File: src/rtl/fcd_pkg.sv
// Shared types and opcode constants for the flash command sequence decoder.
package fcd_pkg;

    typedef enum logic [1:0] {
        RM_ARRAY  = 2'd0,
        RM_IDENT  = 2'd1,
        RM_QUERY  = 2'd2,
        RM_STATUS = 2'd3
    } rd_mode_t;

    typedef enum logic [3:0] {
        OPK_NONE      = 4'd0,
        OPK_BLK_ERASE = 4'd1,
        OPK_CHP_ERASE = 4'd2,
        OPK_WORD_PROG = 4'd3,
        OPK_OTP_PROG  = 4'd4,
        OPK_LOCK_SET  = 4'd5,
        OPK_LOCK_CLR  = 4'd6,
        OPK_LOCK_DOWN = 4'd7,
        OPK_PB_WORD   = 4'd8,
        OPK_PB_COMMIT = 4'd9
    } op_kind_t;

    typedef enum logic [3:0] {
        CC_NONE, CC_RD_ARRAY, CC_RD_IDENT, CC_RD_QUERY, CC_RD_STATUS,
        CC_CLR_STAT, CC_SUSPEND, CC_RESUME, CC_BLK_ERASE, CC_CHP_ERASE,
        CC_PROG, CC_LOCK, CC_OTP, CC_PBUF
    } cmd_class_t;

    typedef enum logic [3:0] {
        SQ_IDLE, SQ_ERASE_CONF, SQ_CHIP_CONF, SQ_PROG_DATA, SQ_OTP_DATA,
        SQ_LOCK_CONF, SQ_PB_COUNT, SQ_PB_LOAD, SQ_PB_CONF
    } seq_state_t;

    localparam logic [7:0] OPC_RD_ARRAY  = 8'hFF;
    localparam logic [7:0] OPC_RD_IDENT  = 8'h90;
    localparam logic [7:0] OPC_RD_QUERY  = 8'h98;
    localparam logic [7:0] OPC_RD_STATUS = 8'h70;
    localparam logic [7:0] OPC_CLR_STAT  = 8'h50;
    localparam logic [7:0] OPC_SUSPEND   = 8'hB0;
    localparam logic [7:0] OPC_CONFIRM   = 8'hD0;
    localparam logic [7:0] OPC_BLK_ERASE = 8'h20;
    localparam logic [7:0] OPC_CHP_ERASE = 8'h30;
    localparam logic [7:0] OPC_PROG_A    = 8'h40;
    localparam logic [7:0] OPC_PROG_B    = 8'h10;
    localparam logic [7:0] OPC_LOCK      = 8'h60;
    localparam logic [7:0] OPC_LOCK_SET  = 8'h01;
    localparam logic [7:0] OPC_LOCK_DOWN = 8'h2F;
    localparam logic [7:0] OPC_OTP       = 8'hC0;
    localparam logic [7:0] OPC_PBUF      = 8'hE8;

endpackage

File: src/rtl/fcd_opcode_classify.sv
// Maps a first-cycle opcode byte to a command class.
// Assumes: only the low byte of the written word carries the opcode.
module fcd_opcode_classify
    import fcd_pkg::*;
(
    input  logic [7:0] opc,
    output cmd_class_t cls
);

    // Pure table lookup of the command class
    always_comb begin
        case (opc)
            OPC_RD_ARRAY:           cls = CC_RD_ARRAY;
            OPC_RD_IDENT:           cls = CC_RD_IDENT;
            OPC_RD_QUERY:           cls = CC_RD_QUERY;
            OPC_RD_STATUS:          cls = CC_RD_STATUS;
            OPC_CLR_STAT:           cls = CC_CLR_STAT;
            OPC_SUSPEND:            cls = CC_SUSPEND;
            OPC_CONFIRM:            cls = CC_RESUME;
            OPC_BLK_ERASE:          cls = CC_BLK_ERASE;
            OPC_CHP_ERASE:          cls = CC_CHP_ERASE;
            OPC_PROG_A, OPC_PROG_B: cls = CC_PROG;
            OPC_LOCK:               cls = CC_LOCK;
            OPC_OTP:                cls = CC_OTP;
            OPC_PBUF:               cls = CC_PBUF;
            default:                cls = CC_NONE;
        endcase
    end

endmodule

File: src/rtl/fcd_pb_count.sv
// Down-counter of the words still to be loaded in a page-buffer sequence.
// Assumes: load and step are never asserted together.
module fcd_pb_count #(
    parameter int PB_WORDS = 16
) (
    input  logic                        clk,
    input  logic                        rst_n,
    input  logic                        load,
    input  logic [$clog2(PB_WORDS)-1:0] load_val,
    input  logic                        step,
    output logic                        last
);

    localparam int CW = $clog2(PB_WORDS);

    logic [CW-1:0] cnt_q;

    // Holds the remaining word count minus one
    always_ff @(posedge clk) begin
        if (!rst_n)
            cnt_q <= '0;
        else if (load)
            cnt_q <= load_val;
        else if (step && cnt_q != '0)
            cnt_q <= cnt_q - 1'b1;
    end

    assign last = (cnt_q == '0);

endmodule

File: src/rtl/fcd_sequencer.sv
// Command sequence state machine: read mode, sticky error, request issue.
// Assumes: wr_go is already gated against a pending request.
module fcd_sequencer
    import fcd_pkg::*;
#(
    parameter int BW       = 6,
    parameter int PB_WORDS = 16
) (
    input  logic          clk,
    input  logic          rst_n,
    input  logic          wr_go,
    input  logic [BW-1:0] wr_blk,
    input  logic [15:0]   wr_data,
    output logic [1:0]    mode_o,
    output logic          err_o,
    output logic          issue_o,
    output logic [3:0]    kind_o,
    output logic          susp_o,
    output logic          res_o
);

    localparam int CW = $clog2(PB_WORDS);
    localparam logic [15:0] PB_MAX = 16'(PB_WORDS - 1);

    seq_state_t    st_q, st_n;
    rd_mode_t      mode_q, mode_n;
    logic          err_q, err_n;
    logic [BW-1:0] blk_q, blk_n;
    logic          first_q, first_n;
    cmd_class_t    cls;
    logic          pb_load, pb_step, pb_last;
    op_kind_t      kind;
    logic [7:0]    opc;
    logic          same_blk;

    assign opc      = wr_data[7:0];
    assign same_blk = (wr_blk == blk_q);

    fcd_opcode_classify u_cls (
        .opc (opc),
        .cls (cls)
    );

    fcd_pb_count #(.PB_WORDS(PB_WORDS)) u_cnt (
        .clk      (clk),
        .rst_n    (rst_n),
        .load     (pb_load),
        .load_val (wr_data[CW-1:0]),
        .step     (pb_step),
        .last     (pb_last)
    );

    // Next-state, mode and request decode for the accepted write
    always_comb begin
        st_n    = st_q;
        mode_n  = mode_q;
        err_n   = err_q;
        blk_n   = blk_q;
        first_n = first_q;
        issue_o = 1'b0;
        kind    = OPK_NONE;
        susp_o  = 1'b0;
        res_o   = 1'b0;
        pb_load = 1'b0;
        pb_step = 1'b0;
        if (wr_go) begin
            case (st_q)
                SQ_IDLE: begin
                    case (cls)
                        CC_RD_ARRAY:  mode_n = RM_ARRAY;
                        CC_RD_IDENT:  mode_n = RM_IDENT;
                        CC_RD_QUERY:  mode_n = RM_QUERY;
                        CC_RD_STATUS: mode_n = RM_STATUS;
                        CC_CLR_STAT:  err_n  = 1'b0;
                        CC_SUSPEND: begin
                            susp_o = 1'b1;
                            mode_n = RM_STATUS;
                        end
                        CC_RESUME: begin
                            res_o  = 1'b1;
                            mode_n = RM_STATUS;
                        end
                        CC_BLK_ERASE: begin
                            st_n  = SQ_ERASE_CONF;
                            blk_n = wr_blk;
                        end
                        CC_CHP_ERASE: st_n = SQ_CHIP_CONF;
                        CC_PROG:      st_n = SQ_PROG_DATA;
                        CC_OTP:       st_n = SQ_OTP_DATA;
                        CC_LOCK: begin
                            st_n  = SQ_LOCK_CONF;
                            blk_n = wr_blk;
                        end
                        CC_PBUF: begin
                            st_n   = SQ_PB_COUNT;
                            mode_n = RM_STATUS;
                        end
                        default: ;
                    endcase
                end
                SQ_ERASE_CONF: begin
                    st_n   = SQ_IDLE;
                    mode_n = RM_STATUS;
                    if (opc == OPC_CONFIRM && same_blk) begin
                        issue_o = 1'b1;
                        kind    = OPK_BLK_ERASE;
                    end else begin
                        err_n = 1'b1;
                    end
                end
                SQ_CHIP_CONF: begin
                    st_n   = SQ_IDLE;
                    mode_n = RM_STATUS;
                    if (opc == OPC_CONFIRM) begin
                        issue_o = 1'b1;
                        kind    = OPK_CHP_ERASE;
                    end else begin
                        err_n = 1'b1;
                    end
                end
                SQ_PROG_DATA, SQ_OTP_DATA: begin
                    st_n    = SQ_IDLE;
                    mode_n  = RM_STATUS;
                    issue_o = 1'b1;
                    kind    = (st_q == SQ_PROG_DATA) ? OPK_WORD_PROG : OPK_OTP_PROG;
                end
                SQ_LOCK_CONF: begin
                    st_n   = SQ_IDLE;
                    mode_n = RM_STATUS;
                    err_n  = 1'b1;
                    if (same_blk) begin
                        case (opc)
                            OPC_LOCK_SET:  kind = OPK_LOCK_SET;
                            OPC_CONFIRM:   kind = OPK_LOCK_CLR;
                            OPC_LOCK_DOWN: kind = OPK_LOCK_DOWN;
                            default:       kind = OPK_NONE;
                        endcase
                        if (kind != OPK_NONE) begin
                            issue_o = 1'b1;
                            err_n   = err_q;
                        end
                    end
                end
                SQ_PB_COUNT: begin
                    mode_n = RM_STATUS;
                    if (wr_data > PB_MAX) begin
                        st_n  = SQ_IDLE;
                        err_n = 1'b1;
                    end else begin
                        st_n    = SQ_PB_LOAD;
                        pb_load = 1'b1;
                        first_n = 1'b1;
                    end
                end
                SQ_PB_LOAD: begin
                    issue_o = 1'b1;
                    kind    = OPK_PB_WORD;
                    pb_step = 1'b1;
                    first_n = 1'b0;
                    if (first_q)
                        blk_n = wr_blk;
                    if (pb_last)
                        st_n = SQ_PB_CONF;
                end
                SQ_PB_CONF: begin
                    st_n   = SQ_IDLE;
                    mode_n = RM_STATUS;
                    if (opc == OPC_CONFIRM && same_blk) begin
                        issue_o = 1'b1;
                        kind    = OPK_PB_COMMIT;
                    end else begin
                        err_n = 1'b1;
                    end
                end
                default: st_n = SQ_IDLE;
            endcase
        end
    end

    // State, mode, error and block registers
    always_ff @(posedge clk) begin
        if (!rst_n) begin
            st_q    <= SQ_IDLE;
            mode_q  <= RM_ARRAY;
            err_q   <= 1'b0;
            blk_q   <= '0;
            first_q <= 1'b0;
        end else begin
            st_q    <= st_n;
            mode_q  <= mode_n;
            err_q   <= err_n;
            blk_q   <= blk_n;
            first_q <= first_n;
        end
    end

    assign mode_o = mode_q;
    assign err_o  = err_q;
    assign kind_o = kind;

endmodule

File: src/rtl/fcd_req_hold.sv
// Registers requests toward the operation controller and holds them until ready.
// Assumes: issue only arrives while no request is pending.
module fcd_req_hold #(
    parameter int AW = 21
) (
    input  logic          clk,
    input  logic          rst_n,
    input  logic          issue,
    input  logic [3:0]    kind_in,
    input  logic [AW-1:0] addr_in,
    input  logic [15:0]   data_in,
    input  logic          susp_in,
    input  logic          res_in,
    input  logic          op_ready,
    output logic          op_valid,
    output logic [3:0]    op_kind,
    output logic [AW-1:0] op_addr,
    output logic [15:0]   op_data,
    output logic          susp_pulse,
    output logic          resume_pulse
);

    // Valid/ready holding register for one request
    always_ff @(posedge clk) begin
        if (!rst_n) begin
            op_valid <= 1'b0;
            op_kind  <= '0;
            op_addr  <= '0;
            op_data  <= '0;
        end else if (issue) begin
            op_valid <= 1'b1;
            op_kind  <= kind_in;
            op_addr  <= addr_in;
            op_data  <= data_in;
        end else if (op_valid && op_ready) begin
            op_valid <= 1'b0;
        end
    end

    // One-cycle suspend and resume pulses
    always_ff @(posedge clk) begin
        if (!rst_n) begin
            susp_pulse   <= 1'b0;
            resume_pulse <= 1'b0;
        end else begin
            susp_pulse   <= susp_in;
            resume_pulse <= res_in;
        end
    end

endmodule

File: src/rtl/flash_cmd_decoder.sv
// Top: decodes bus writes into flash operation requests and a read mode.
// Assumes: one write per wr_en cycle; writes during a pending request are dropped.
module flash_cmd_decoder #(
    parameter int ADDR_W    = 21,
    parameter int BLK_SHIFT = 15,
    parameter int PB_WORDS  = 16
) (
    input  logic              clk,
    input  logic              rst_n,
    input  logic              wr_en,
    input  logic [ADDR_W-1:0] wr_addr,
    input  logic [15:0]       wr_data,
    input  logic              op_ready,
    output logic              op_valid,
    output logic [3:0]        op_kind,
    output logic [ADDR_W-1:0] op_addr,
    output logic [15:0]       op_data,
    output logic              susp_pulse,
    output logic              resume_pulse,
    output logic [1:0]        read_mode,
    output logic              stat_erase_err,
    output logic              stat_prog_err
);

    localparam int BLK_W = ADDR_W - BLK_SHIFT;

    logic             wr_go;
    logic [BLK_W-1:0] wr_blk;
    logic             issue, susp_now, res_now, seq_err;
    logic [3:0]       kind;

    assign wr_go  = wr_en && !op_valid;
    assign wr_blk = wr_addr[ADDR_W-1:BLK_SHIFT];

    fcd_sequencer #(.BW(BLK_W), .PB_WORDS(PB_WORDS)) u_seq (
        .clk     (clk),
        .rst_n   (rst_n),
        .wr_go   (wr_go),
        .wr_blk  (wr_blk),
        .wr_data (wr_data),
        .mode_o  (read_mode),
        .err_o   (seq_err),
        .issue_o (issue),
        .kind_o  (kind),
        .susp_o  (susp_now),
        .res_o   (res_now)
    );

    fcd_req_hold #(.AW(ADDR_W)) u_req (
        .clk          (clk),
        .rst_n        (rst_n),
        .issue        (issue),
        .kind_in      (kind),
        .addr_in      (wr_addr),
        .data_in      (wr_data),
        .susp_in      (susp_now),
        .res_in       (res_now),
        .op_ready     (op_ready),
        .op_valid     (op_valid),
        .op_kind      (op_kind),
        .op_addr      (op_addr),
        .op_data      (op_data),
        .susp_pulse   (susp_pulse),
        .resume_pulse (resume_pulse)
    );

    assign stat_erase_err = seq_err;
    assign stat_prog_err  = seq_err;

endmodule

File: config.mk
export PLATFORM = sky130hd
export DESIGN_NAME = flash_cmd_decoder
export DESIGN_NICKNAME = d
export VERILOG_FILES = /design/src/rtl/fcd_pkg.sv /design/src/rtl/fcd_opcode_classify.sv /design/src/rtl/fcd_pb_count.sv /design/src/rtl/fcd_sequencer.sv /design/src/rtl/fcd_req_hold.sv /design/src/rtl/flash_cmd_decoder.sv
export SDC_FILE = /design/constraint.sdc
export NUM_CORES = 1
export LEC_CHECK = 0
export ABC_CLOCK_PERIOD_IN_PS = 1800
export CAP_MARGIN = 25
export CELL_PAD_IN_SITES_DETAIL_PLACEMENT = 0
export CELL_PAD_IN_SITES_GLOBAL_PLACEMENT = 1
export CORE_MARGIN = 2
export CORE_UTILIZATION = 30
export CTS_CLUSTER_DIAMETER = 120
export DETAILED_ROUTE_END_ITERATION = 10
export DONT_BUFFER_PORTS = 1
export GPL_TIMING_DRIVEN = 0
export PLACE_DENSITY_LB_ADDON = 0.1
export SLEW_MARGIN = 20
export SYNTH_ARGS = -nofsm -noshare
export SYNTH_HDL_FRONTEND = slang
export SYNTH_SLANG_ARGS = --single-unit
File: constraint.sdc
create_clock -name clk -period 1.8 [get_ports clk]
set_input_delay 0.18 -clock clk [delete_from_list [all_inputs] [get_ports clk]]
set_output_delay 0.18 -clock clk [all_outputs]
set_load 0.01 [all_outputs]
# After elaboration in Yosys (flattened, before gate mapping)
# Index checks and enable logic that the tools add are counted.
# W data, S select, Z words.
totals:
  ff_bits: 62
  input_bits: 41
  output_inout_bits: 48
op_classes:
  n_addsub: 1
  magnitude_cmp: 1
  n_eq_ne: 49
  muxes: 47
  reduce_logical: 28
ops:
  columns: ["op", "count"]
  rows:
  - ["$eq A8 B8 Y1 const B", 7]
  - ["$pmux W4 S13", 1]
  - ["$pmux W4 S6", 2]
  - ["$mux W4", 9]
  - ["$eq A4 B3 Y1 const B", 8]
  - ["$eq A8 B7 Y1 const B", 4]
  - ["$eq A4 B4 Y1 const B", 7]
  - ["$eq A8 B6 Y1 const B", 3]
  - ["$mux W1", 22]
  - ["$eq A4 B2 Y1 const B", 4]
  - ["$gt A16 B4 Y1 const B", 1]
  - ["$mux W6", 2]
  - ["$pmux W4 S3", 1]
  - ["$pmux W6 S2", 1]
  - ["$reduce_and A3 Y1", 4]
  - ["$ne A2 B2 Y1 const B", 5]
  - ["$reduce_bool A2 Y1", 5]
  - ["$pmux W3 S3", 1]
  - ["$eq A4 B1 Y1 const B", 2]
  - ["$eq A8 B1 Y1 const B", 1]
  - ["$eq A8 B5 Y1 const B", 1]
  - ["$logic_not A4 Y1", 2]
  - ["$pmux W2 S4", 1]
  - ["$reduce_bool A4 Y1", 2]
  - ["21 further kinds", 30]

# Logic depth before layout (Yosys ltp)
logic_depth:
  word_depth: 11
  mapped_depth: 9

# By module
# Synthesis repeated with hierarchy kept, for this count alone.
hier_totals:
  hier_cells: 370
  area_unflattened_um2: 3475.8
by_module_without_submodules:
  columns: ["module", "n_inst", "cells_each", "area_each_um2", "seq_area_each_um2"]
  rows:
  - ["fcd_req_hold", 1, 139, 1680.4, 880.8]
  - ["fcd_sequencer", 1, 163, 1290.0, 280.3]
  - ["fcd_pb_count", 1, 31, 256.5, 80.1]
  - ["fcd_opcode_classify", 1, 35, 227.7, 0.0]
  - ["flash_cmd_decoder", 1, 2, 21.3, 0.0]

# Worst setup path after synthesis
# No wires, ideal clock.
synth_timing:
  kind: "reg2reg"
  startpoint: "reg u_seq.st_q[3]"
  endpoint: "reg u_seq.blk_q[0]"
  setup_time_ps: 129
  arrival_ps: 1785
  t_required_ps: 1671
  setup_slack_ps: -114
  path_stages_with_launch: 7
  period_less_slack_ps: 1914
  cell_sequence: "dfxtp_1 > buf_1 > nor4_1 > nand4_1 > a21oi_2 > mux2i_1 > nor2_1"
synth_between:
  elab_chain_len: 3
synth_lines:
  columns: ["element", "line_no", "text"]
  rows:
  - ["start: declaration", "fcd_sequencer.sv:25", "seq_state_t st_q, st_n;"]
  - ["start signal: assignment", "fcd_sequencer.sv:189", "st_q <= st_n;"]
  - ["$eq A4 B3 Y1 or $logic_not A4 Y1 (tied branches)", "fcd_sequencer.sv:67", "case (st_q)"]
  - ["$ne A2 B1 Y1 (no source line) (tied with other cells)", null, null]
  - ["$reduce_and A4 Y1 (no source line)", null, null]
  - ["end signal: assignment", "fcd_sequencer.sv:192", "blk_q <= blk_n;"]
  - ["end: declaration", "fcd_sequencer.sv:28", "logic [BW-1:0] blk_q, blk_n;"]
# Parallel ways exist; a longest one is shown, timed or not.
# A chain may end at the register's enable or synchronous reset.

# Final worst setup path
layout_timing:
  startpoint: "reg u_seq.st_q[2]"
  endpoint: "reg u_req.op_data[0]"
layout_between:
  elab_chain_len: 4
layout_lines:
  columns: ["element", "line_no", "text"]
  rows:
  - ["$eq A4 B3 Y1 (tied with other cells)", "fcd_sequencer.sv:67", null]
  - ["$reduce_or A3 Y1 (no source line) or $reduce_or A2 Y1 (tied branches)", null, null]
  - ["$pmux W1 S4 *", "fcd_sequencer.sv:67", null]
  - ["$mux W1 *", "fcd_sequencer.sv:66", "if (wr_go) begin"]
  - ["end signal: assignment", "fcd_req_hold.sv:34", "op_data <= data_in;"]
  - ["end: declaration", "fcd_req_hold.sv:18", "output logic [15:0] op_data,"]
# Every way passes the cells marked *; elsewhere a longest branch is shown, timed or not.

==> flow_summary_export.csv <==
group,metric,value,unit
run_status,status,"finished with violations",
run_status,failed_checks,"negative setup slack",
cts,clk_pin_slew,80,ps
timing,tightest_slew,700,ps
worst_setup_path,cp-end-kind,"flop",
timing,setup_viol,49,
worst_setup_path,cp_data_required_time,2080,ps
final_layout,final_cells,641,
cts,clock_latency,340,ps
final_layout,finalNetCount,538,
yosys,ys_ff_latch,62,
floorplanning,core_area,10800,µm²
yosys,synthArstFlopShare,0,%
floorplanning,rows,38,
detailed_routing,drt_iter0_markers,151,
worst_setup_path,crit_type,"reg -> reg",
yosys,netlist_area,3340,µm²
final_layout,drive_gt1_share,25.5,%
timing,rsz0062_at_grt,"true",
cts,numCtsBuffers,9,
yosys,synth_edf_count,0,
worst_setup_path,critPathArrivalTime,2340,ps
worst_setup_path,crit_top_cell,"clkbuf_16",
global_routing,grt-ovfl-total,0,
yosys,syn_nets,465,
detailed_routing,drcViolationCount,0,
global_routing,grt_max_degree,13,
placement,pre_cts_ws,-642,ps
placement,dp_cells,563,
yosys,synth_area_per_cell,7.90,µm²
global_routing,grt.total_usage,19.8,%
placement,io_buffers,0,
floorplanning,fp.dieW,110,µm
power,p_leak,1.68,nW
floorplanning,die_height,110,µm
cts,cts-htree-levels,3,
yosys,dominantRegCellSynth,"dfxtp_1",
timing,relSlewSlack,53.3,%
timing,fin_skew,11.0,ps
timing,setup_slack,-261,ps
global_routing,antenna_found_initial,0,
power,powerDensity,954,nW/µm²
floorplanning,die-area,12000,µm²
timing,hold_violations,0,
worst_setup_path,worstPathMaxFanout,7,
detailed_routing,vias,3393,
cts,clockBufferDepth,2,
floorplanning,io_pins,89,
worst_setup_path,crit_buf_inv,3,
cts,cts.sinks,62,
final_layout,fill_cells,1117,
placement,place_hpwl,7.89,mm
final_layout,final_common_cell,"dfxtp_1",
detailed_routing,firstDrtPassIters,4,
final_layout,final_cell_mix,"dfxtp_1, nand2_1, nor2_1, o21ai_1, dlygate4sd3_1",
timing,finalCriticalPeriod,2060,ps
timing,final-max-slew-violation-count,0,
timing,min_period_over_period,115,%
worst_setup_path,crit_chain,"or3b_1 > a21oi_2 > nor2_1 > a221oi_4 > buf_6 > clkbuf_16 > clkbuf_16 > nand3_2 > o21ai_1",
worst_setup_path,max_stage_delay,400,ps
yosys,syn_inst,423,
cts,cts_root_buf,"clkbuf_8",
timing,fmax,485,MHz
yosys,synth_cell_types,69,
power,ir_worst_vdd,496,µV
global_routing,grt_pass1_wl,18.0,mm
yosys,synth_warnings,0,
flow_run,maxCapViolCount,0,
detailed_routing,avgViaCountPerCell,5.29,
cts,cts_tree,"built",
detailed_routing,postRouteAntennaNets,0,
worst_setup_path,cp_top_family,"compound AO/OA/AOI/OAI gates",
worst_setup_path,cpMaxStageDelayCell,"dfxtp_4",
worst_setup_path,start_kind,"flop",
global_routing,grt_pass1_vias,3304,
detailed_routing,drt_wl_total,11.8,mm
final_layout,syn2layout_area_growth,41.9,%
floorplanning,initial_utilization,30.8,%
yosys,yosysSeqAreaShare,37.2,%
timing,fin_tns_setup,-9470,ps
final_layout,antennaDiodeCount,0,
hold_path,hold_class,"in -> reg",
detailed_routing,wire_per_inst,18.4,µm
placement,gp_congestion,0.822,
## report_power, final
group | total (W) | leakage, nW | internal [W] | switching, W
Combinational | 0.00171 | 1.09 | 0.000813 | 0.000902
Sequential | 0.00169 | 0.504 | 0.00152 | 0.000172
Clock | 0.00111 | 0.0858 | 0.000501 | 0.000612
Total | 0.00452 | 1.68 | 0.00283 | 0.00169
## routing by layer
layer / routed length (µm) / GRT usage [%] / vias up
li1: - / - / 1669
met1: 5310 / 26.4 / 1601
met2: 5650 / 31.5 / 105
met3: 607 / 4.39 / 18
met4: 253 / 6.96 / 0
met5: 0 / 0 / -
## kinds of logic (layout without fill, tap and decap cells)
| family | Yosys count | count (layout) | share of synthesized area [%] |
|---|---|---|---|
| XOR/XNOR | 14 | 14 | 3.67 |
| flip-flops | 62 | 62 | 37.2 |
| buffers and inverters | 44 | 122 | 6.40 |
| AO/OA/AOI/OAI | 96 | 96 | 19.4 |
| adder cells (fa/ha/maj) | 2 | 2 | 0.674 |
| multiplexers | 9 | 9 | 2.77 |
| AND/OR/NAND/NOR | 196 | 196 | 30.0 |
## final cells by class
class | count | area (µm²) | area share [%]
multi-input combinational | 317 | 2140 | 45.2
sequential | 62 | 1260 | 26.6
timing repair buffer | 63 | 696 | 14.7
buffer | 34 | 265 | 5.60
tap | 140 | 175 | 3.69
clock buffer | 9 | 124 | 2.61
clock inverter | 7 | 47.5 | 1.00
inverter | 9 | 33.8 | 0.713
## through the flow
step	util (%)	instance area, µm²	hold WS, ps	power (W)
after floorplan	-	3350	310	0.00252
after global placement	32.5	3530	313	0.00282
after detailed placement	32.5	3530	319	0.00282
after CTS	39.9	4330	22.3	0.00424
after global routing	43.7	4740	74.7	0.00477
final	43.7	4740	45.2	0.00452
## worst reg2reg max path, delay by kind of cell, from the launching register on
kind / cells / cell delay, ps
AOI/OAI and AO/OA: 3 / 600
and+or+nand+nor: 3 / 540
buffers and inverters: 3 / 450
DFF: 1 / 400
## cells in the mapped netlist (all sizes together), types with 4 or more instances
master   n  area, µm²
a21oi   12       75.1
a31oi    6       43.8
buf     19        119
clkbuf  16       61.3
dfxtp   62       1240
inv      8       30.0
mux2i    7       70.1
nand2   55        206
nand3   43        215
nand4    8       56.3
nor2    35        131
nor2b    7       43.8
nor3    17       95.1
nor3b    4       41.3
nor4     5       37.5
o211ai   4       30.0
o21ai   45        229
or4      4       30.0
xor2    11       96.3
## registers in the layout, summed over array words and instances (netlist names)
register            count
u_seq.st_q              4
u_seq.first_q           1
u_req.op_kind           4
u_seq.mode_o            2
u_seq.err_o             1
u_seq.u_cnt.cnt_q       4
u_req.susp_pulse        1
u_req.resume_pulse      1
u_req.op_data          16
u_req.op_valid          1
u_req.op_addr          21
u_seq.blk_q             6
## timing repair
item,CTS,global route
gates cloned,2,5
gates resized for setup,62,60
buffers inserted,11,13
hold buffers,32,0
endpoints found under the setup margin,59,52
hold endpoints to repair,39,0
pin swaps,14,13
## worst paths after layout
path                     from          endpoint  slack (ps)  depth (start not counted)
max             u_seq.st_q[2]  u_req.op_data[0]        -260                          9
min                  op_ready    u_req.op_valid          50                          3
max reg2reg     u_seq.st_q[2]  u_req.op_data[0]        -260                          9
min reg2reg  u_req.op_data[6]  u_req.op_data[6]         500                          2
(Power assumes the default switching activity.)
